[src/rtl/iqmix_pkg.sv]
package iqmix_pkg;
    typedef enum logic [1:0] {
        LO_NONE    = 2'd0,
        LO_HALF    = 2'd1,
        LO_QUARTER = 2'd2,
        LO_RSVD    = 2'd3
    } lo_rate_e;

    localparam int MODE_W        = 4;
    localparam int MODE_REAL_BIT = 2;
    localparam int MODE_OB_BIT   = 3;
    localparam int PIPE_DEPTH    = 3;
endpackage

[src/rtl/iqmix_rotator.sv]
module iqmix_rotator
    import iqmix_pkg::*;
#(
    parameter int DW = 16
) (
    input  logic                 clk,
    input  logic                 rst_n,
    input  logic                 vld_i,
    input  logic signed [DW-1:0] in_i,
    input  logic signed [DW-1:0] in_q,
    input  logic [1:0]           lo_i,
    input  logic                 real_i,
    output logic signed [DW:0]   mix_i,
    output logic signed [DW:0]   mix_q
);
    typedef struct packed {
        logic [1:0]        ph;
        logic [2:0]        cfg;
        logic signed [DW:0] mi;
        logic signed [DW:0] mq;
    } rot_st_t;

    rot_st_t st_d, st_q;

    logic [2:0]         cfg_now;
    logic               cfg_chg;
    logic [1:0]         ph_use;
    logic signed [DW:0] xi, xq, ri, rq;

    always_comb begin
        cfg_now = {real_i, lo_i};
        cfg_chg = (cfg_now != st_q.cfg);
        ph_use  = cfg_chg ? 2'd0 : st_q.ph;
        xi      = {in_i[DW-1], in_i};
        xq      = {in_q[DW-1], in_q};
        ri      = xi;
        rq      = xq;
        case (lo_i)
            LO_HALF: begin
                if (ph_use[0]) begin
                    ri = -xi;
                    rq = -xq;
                end
            end
            LO_QUARTER: begin
                if (real_i) begin
                    case (ph_use)
                        2'd0: begin ri = xi;  rq = xq;  end
                        2'd2: begin ri = -xi; rq = -xq; end
                        default: begin ri = '0; rq = '0; end
                    endcase
                end else begin
                    case (ph_use)
                        2'd0: begin ri = xi;  rq = xq;  end
                        2'd1: begin ri = -xq; rq = xi;  end
                        2'd2: begin ri = -xi; rq = -xq; end
                        default: begin ri = xq; rq = -xi; end
                    endcase
                end
            end
            default: begin
                ri = xi;
                rq = xq;
            end
        endcase
        st_d     = st_q;
        st_d.cfg = cfg_now;
        st_d.ph  = ph_use + {1'b0, vld_i};
        st_d.mi  = ri;
        st_d.mq  = rq;
    end

    always_ff @(posedge clk or negedge rst_n) begin
        if (!rst_n) st_q <= '0;
        else        st_q <= st_d;
    end

    assign mix_i = st_q.mi;
    assign mix_q = st_q.mq;

    AST_BYPASS_PASS: assert property (@(posedge clk) disable iff (!rst_n)
        (lo_i == LO_NONE || lo_i == LO_RSVD)
        |=> (mix_i == $past({in_i[DW-1], in_i}) && mix_q == $past({in_q[DW-1], in_q})));

    AST_PHASE_RESTART: assert property (@(posedge clk) disable iff (!rst_n)
        (lo_i == LO_QUARTER && !real_i && ({real_i, lo_i} != $past({real_i, lo_i})))
        |=> (mix_i == $past({in_i[DW-1], in_i}) && mix_q == $past({in_q[DW-1], in_q})));
endmodule

[src/rtl/iqmix_trim.sv]
module iqmix_trim #(
    parameter int DW = 16,
    parameter int GW = 16,
    parameter int GF = 14,
    parameter int OW = 16
) (
    input  logic                 clk,
    input  logic                 rst_n,
    input  logic signed [DW:0]   x,
    input  logic [GW-1:0]        gain,
    input  logic signed [OW-1:0] ofs,
    input  logic                 ob,
    output logic [DW-1:0]        y
);
    localparam int PW = DW + GW + 2;
    localparam int SW = PW + 1;
    localparam logic signed [SW-1:0] MAXV = SW'((64'sd1 <<< (DW-1)) - 64'sd1);
    localparam logic signed [SW-1:0] MINV = SW'(-(64'sd1 <<< (DW-1)));

    typedef struct packed {
        logic signed [PW-1:0] scl;
        logic [DW-1:0]        y;
    } trim_st_t;

    trim_st_t st_d, st_q;

    logic signed [PW-1:0] xe, ge, prod;
    logic signed [SW-1:0] sum, oe;
    logic [DW-1:0]        clip;

    always_comb begin
        xe   = {{(PW-DW-1){x[DW]}}, x};
        ge   = {{(PW-GW){1'b0}}, gain};
        prod = xe * ge;
        oe   = {{(SW-OW){ofs[OW-1]}}, ofs};
        sum  = {st_q.scl[PW-1], st_q.scl} + oe;
        if (sum > MAXV)      clip = MAXV[DW-1:0];
        else if (sum < MINV) clip = MINV[DW-1:0];
        else                 clip = sum[DW-1:0];
        st_d     = st_q;
        st_d.scl = prod >>> GF;
        st_d.y   = {clip[DW-1] ^ ob, clip[DW-2:0]};
    end

    always_ff @(posedge clk or negedge rst_n) begin
        if (!rst_n) st_q <= '0;
        else        st_q <= st_d;
    end

    assign y = st_q.y;

    AST_CLAMP_HIGH: assert property (@(posedge clk) disable iff (!rst_n)
        (!ob && sum > MAXV) |=> (y == {1'b0, {(DW-1){1'b1}}}));
    AST_CLAMP_LOW: assert property (@(posedge clk) disable iff (!rst_n)
        (!ob && sum < MINV) |=> (y == {1'b1, {(DW-1){1'b0}}}));
endmodule

[src/rtl/iq_upmixer.sv]
module iq_upmixer
    import iqmix_pkg::*;
#(
    parameter int DATA_W    = 16,
    parameter int GAIN_W    = 16,
    parameter int GAIN_FRAC = 14,
    parameter int OFS_W     = 16
) (
    input  logic                    clk,
    input  logic                    rst_n,
    input  logic                    in_vld,
    input  logic signed [DATA_W-1:0] in_i,
    input  logic signed [DATA_W-1:0] in_q,
    input  logic [MODE_W-1:0]       mode,
    input  logic [GAIN_W-1:0]       gain_i,
    input  logic [GAIN_W-1:0]       gain_q,
    input  logic signed [OFS_W-1:0] ofs_i,
    input  logic signed [OFS_W-1:0] ofs_q,
    output logic                    out_vld,
    output logic [DATA_W-1:0]       out_i,
    output logic [DATA_W-1:0]       out_q
);
    localparam int NCH = 2;

    typedef struct packed {
        logic [PIPE_DEPTH-1:0] vp;
        logic [1:0]            age;
    } top_st_t;

    top_st_t st_d, st_q;

    logic signed [DATA_W:0]    mix_a  [NCH];
    logic [GAIN_W-1:0]         gain_a [NCH];
    logic signed [OFS_W-1:0]   ofs_a  [NCH];
    logic [DATA_W-1:0]         y_a    [NCH];

    assign gain_a[0] = gain_i;
    assign gain_a[1] = gain_q;
    assign ofs_a[0]  = ofs_i;
    assign ofs_a[1]  = ofs_q;

    iqmix_rotator #(.DW(DATA_W)) u_rot (
        .clk    (clk),
        .rst_n  (rst_n),
        .vld_i  (in_vld),
        .in_i   (in_i),
        .in_q   (in_q),
        .lo_i   (mode[1:0]),
        .real_i (mode[MODE_REAL_BIT]),
        .mix_i  (mix_a[0]),
        .mix_q  (mix_a[1])
    );

    for (genvar c = 0; c < NCH; c++) begin : g_trim
        iqmix_trim #(
            .DW(DATA_W), .GW(GAIN_W), .GF(GAIN_FRAC), .OW(OFS_W)
        ) u_trim (
            .clk   (clk),
            .rst_n (rst_n),
            .x     (mix_a[c]),
            .gain  (gain_a[c]),
            .ofs   (ofs_a[c]),
            .ob    (mode[MODE_OB_BIT]),
            .y     (y_a[c])
        );
    end

    always_comb begin
        st_d     = st_q;
        st_d.vp  = {st_q.vp[PIPE_DEPTH-2:0], in_vld};
        st_d.age = (st_q.age == 2'd3) ? st_q.age : st_q.age + 2'd1;
    end

    always_ff @(posedge clk or negedge rst_n) begin
        if (!rst_n) st_q <= '0;
        else        st_q <= st_d;
    end

    assign out_vld = st_q.vp[PIPE_DEPTH-1];
    assign out_i   = y_a[0];
    assign out_q   = y_a[1];

    AST_VLD_LATENCY: assert property (@(posedge clk) disable iff (!rst_n)
        (st_q.age == 2'd3) |-> (out_vld == $past(in_vld, 3)));
endmodule

[config.mk]
export PLATFORM = sky130hd
export DESIGN_NAME = iq_upmixer
export DESIGN_NICKNAME = d
export VERILOG_FILES = /design/src/rtl/iqmix_pkg.sv /design/src/rtl/iqmix_rotator.sv /design/src/rtl/iqmix_trim.sv /design/src/rtl/iq_upmixer.sv
export SDC_FILE = /design/constraint.sdc
export NUM_CORES = 2
export LEC_CHECK = 0
export ABC_AREA = 1
export CORE_ASPECT_RATIO = 0.9
export CORE_MARGIN = 2
export CORE_UTILIZATION = 40
export CTS_CLUSTER_DIAMETER = 50
export DETAILED_ROUTE_END_ITERATION = 16
export SYNTH_ARGS = -nofsm -noshare
export SYNTH_HDL_FRONTEND = slang
export SYNTH_SLANG_ARGS = --single-unit
[constraint.sdc]
create_clock -name clk -period 9.2 [get_ports clk]
set_input_delay 1.84 -clock clk [delete_from_list [all_inputs] [get_ports clk]]
set_output_delay 1.84 -clock clk [all_outputs]
set_load 0.1 [all_outputs]
==> results.md <==
* Outcome: finished, final reports clean
* Number of flops mapped to enable cells by yosys at 0
* Number of standard cells in the layout, taps in and fillers out at 5037
* DRC violations left at 0
* Worst-path fanout max at 17
* Post-synthesis register bit count at approximately 110
* Type of destination of the critical path: register
* Cells resized by post-CTS repair at 0
* Post-CTS repair timing setup buffer count at 0
* Number of warning messages in the yosys log at 0
* Global-route usage over all layers at between 20 and 25%
* Drt via density at just under 5
* Path type of the worst min-delay path: register to register
* Worst Max-Slew Pin Slew at around 1.0 ns
* Drt first-iter violations at about 1.6k
* Depth of the most critical reg-to-reg path at 18
* Global placer's final weighted congestion at around 0.92
* Total number of clock tree sinks at 114
* Cell count of the worst hold path at 0
* Post-route setup TNS at 0 ns
* Number of placed cells counting well taps at roughly 5k
* Pin count of the biggest net entering global routing at 63
* Via count of the first global-routing pass at approximately 26k
* Clock network latency to the later pin of the worst-skew pair at 0.48 ns
* Wire length of the first global-routing pass at between 100000 and 150000 microns
* Core region area at 74770 sq um
* Number of cell rows at 95
* Cell area after technology mapping at ~30000 sq um
* Number of buffers inserted during clock tree synthesis at 17
* Final Cycle Share at 83.64%
* Die Outline Area at between 70000 and 80000 sq um
* Kind of start point of the critical path: input port
* Worst EP arrival at roughly 8.1 ns
* Maximum clock insertion buffer count at 2
* Count of input and output buffers at around 140
* Share of synthesized area occupied by flip-flops and latches at under 10%
* Final-report hold violation count at 0
* Final min period at 7.695 ns
* Detail Route Antenna Nets at 0
* Proportion of layout cells with a drive suffix above 1 at around 2.0%
* Antenna violations before repair at 2
* DR pass1 iterations at 5
* Net count, final at between 4k and 5k
* Cells after Synth at 4078
* RSZ-0062 raised after global routing: no
* Number of antenna diodes at 0
* Number of buffers inserted by hold repair at cts at 0
* Vertical extent of the die at ~270 microns
* Worst Skew at ~0.015 ns
* Share of the synthesized area in the top cell type at 36.75%
* Number of pins with negative max-slew slack in the final report at 0
* Worst max-slew margin expressed relative to the limit at a little under a third
* WS Path Type: input port to register
* Syn_nets at roughly 5.0k
* HPWL after DPL at around 66000 microns
* Setup-failing EPs final at 0
* H-tree Lvls at 4
* Average wire per cell in the routed design at 15.97 microns
* Required time worst endpoint at around 9.6 ns
* Number of I/O pins at approximately 140
* Final cell utilization of the core at roughly 44%
* Root cell of the clock tree: clkbuf_16
* Number of distinct standard cells referenced by the synthesized netlist at 46
* Total grt overflow at 0
* Leading register cell type out of synthesis: dfrtp_1
* Maximum clock frequency at 130.0 MHz
* Total routed wirelength at between 80000 and 90000 microns
* Via count at between 20k and 25k
* Top cell type by total area after synthesis: fa_1
* Width of the chip at 294.1 microns
* Cells taking the most area after synthesis: fa_1 (37%), inv_1 (14%), nand2_1 (13%)
* Post-synth ARST share at 100.0%
* CTS tree: yes
* Avg Synthesized Cell Area at about 7.4 sq um
* Clock edge transition at the registers on the reported setup and hold paths at ~0.060 ns
* Initial core utilization at ~40%
* Signed area change from the synthesized netlist to the final layout at 7.869%
* MaxCap Viol Count at 0
-- sequential cells by signal (all words and copies together) (netlist names) --
name                flops
g_trim.u_trim.st_q     40
g_trim.u_trim.y        32
out_vld                 1
st_d                    2
u_rot.mix_i            17
u_rot.mix_q            17
u_rot.st_q              5
-- cell usage in the layout (no fill, tap or decap), types with 28 or more instances in the layout --
cell type,synthesis,final
inv_1,1101,1101
nand2_1,1059,1059
fa_1,556,556
ha_1,215,215
nor2_1,194,193
a21oi_1,192,192
clkdlybuf4s50_1,0,134
dfrtp_1,114,114
nand3_1,90,90
o21ai_0,88,88
xor2_1,61,61
xnor2_1,34,34
nand4_1,28,28
-- Yosys cell counts (all sizes together), types with 3 or more instances --
cell type / instances
clkbuf: 149
nor3: 24
o21ai: 90
and2: 5
nor2: 197
inv: 1107
xnor2: 34
or2: 4
nand4: 28
a21o: 5
nand3: 93
fa: 556
o21bai: 15
o22ai: 4
buf: 46
dfrtp: 114
o21a: 3
a31oi: 9
nor4: 5
xor2: 62
nand3b: 8
o211ai: 27
a21oi: 194
nand2: 1068
a211oi: 4
ha: 215
and3: 4
-- final timing paths --
kind	from	to	slack, ns
setup / recovery	gain_i[9]	g_trim[0].u_trim.st_q[28]	1.50
min in group asynchronous	rst_n	g_trim[0].u_trim.y[7]	1.31
hold reg to reg	st_d[3]	st_d[4]	0.35
hold / removal	st_d[3]	st_d[4]	0.35
max in group asynchronous	rst_n	u_rot.mix_q[10]	6.65
setup reg to reg	u_rot.mix_i[16]	g_trim[0].u_trim.st_q[33]	2.90
-- metal layers --
metal,track usage (%),share of wire [%],up-vias
met2,35.50,46,668
met5,0,0.019,-
met1,31.64,47,12020
li1,-,-,11760
met3,2.933,5.8,44
met4,3.461,0.92,2
-- final cells by class --
type                       count  area [sq um]
timing repair buffer         152          1480
fill                        7695         42090
tap                          970          1214
sequential                   114          2853
multi-input combinational   2660         22390
inverter                    1109          4163
clock inverter                13         123.9
clock buffer                  19         452.9
-- kinds of logic after synthesis --
logic type	synth area share, %
fa+ha+maj	45.63
compound gates	6.555
flops	9.418
xor+xnor	2.801
buf+inv	16.68
simple gates	18.92
-- critical path, stage by stage --
cell and delay, ns:
clkdlybuf4s50_1 1.11, nand2_1 0.17, fa_1 0.55, inv_1 0.06
fa_1 0.49, fa_1 0.58, fa_1 0.43, fa_1 0.50
inv_1 0.05, fa_1 0.54, inv_1 0.06, ha_1 0.37
nand2_1 0.14, nor4_1 0.53, nand3b_1 0.15, nand3_1 0.15
a21oi_1 0.10, xnor2_1 0.23
-- per-stage QoR --
step / setup WS [ns] / area [sq um] / hold slack, ns
floorplan: 2.018 / 30290 / 0.3312
finish: 1.505 / 32680 / 0.3468
CTS: 1.510 / 32680 / 0.3495
global placement: 1.038 / 32100 / 0.3323
global route: 1.131 / 32680 / 0.3551
detailed placement: 0.9684 / 32100 / 0.3362
Power is left out: the tool's default activity adds up to more than one toggle a clock period on the data nets, which glitch-free logic cannot reach.
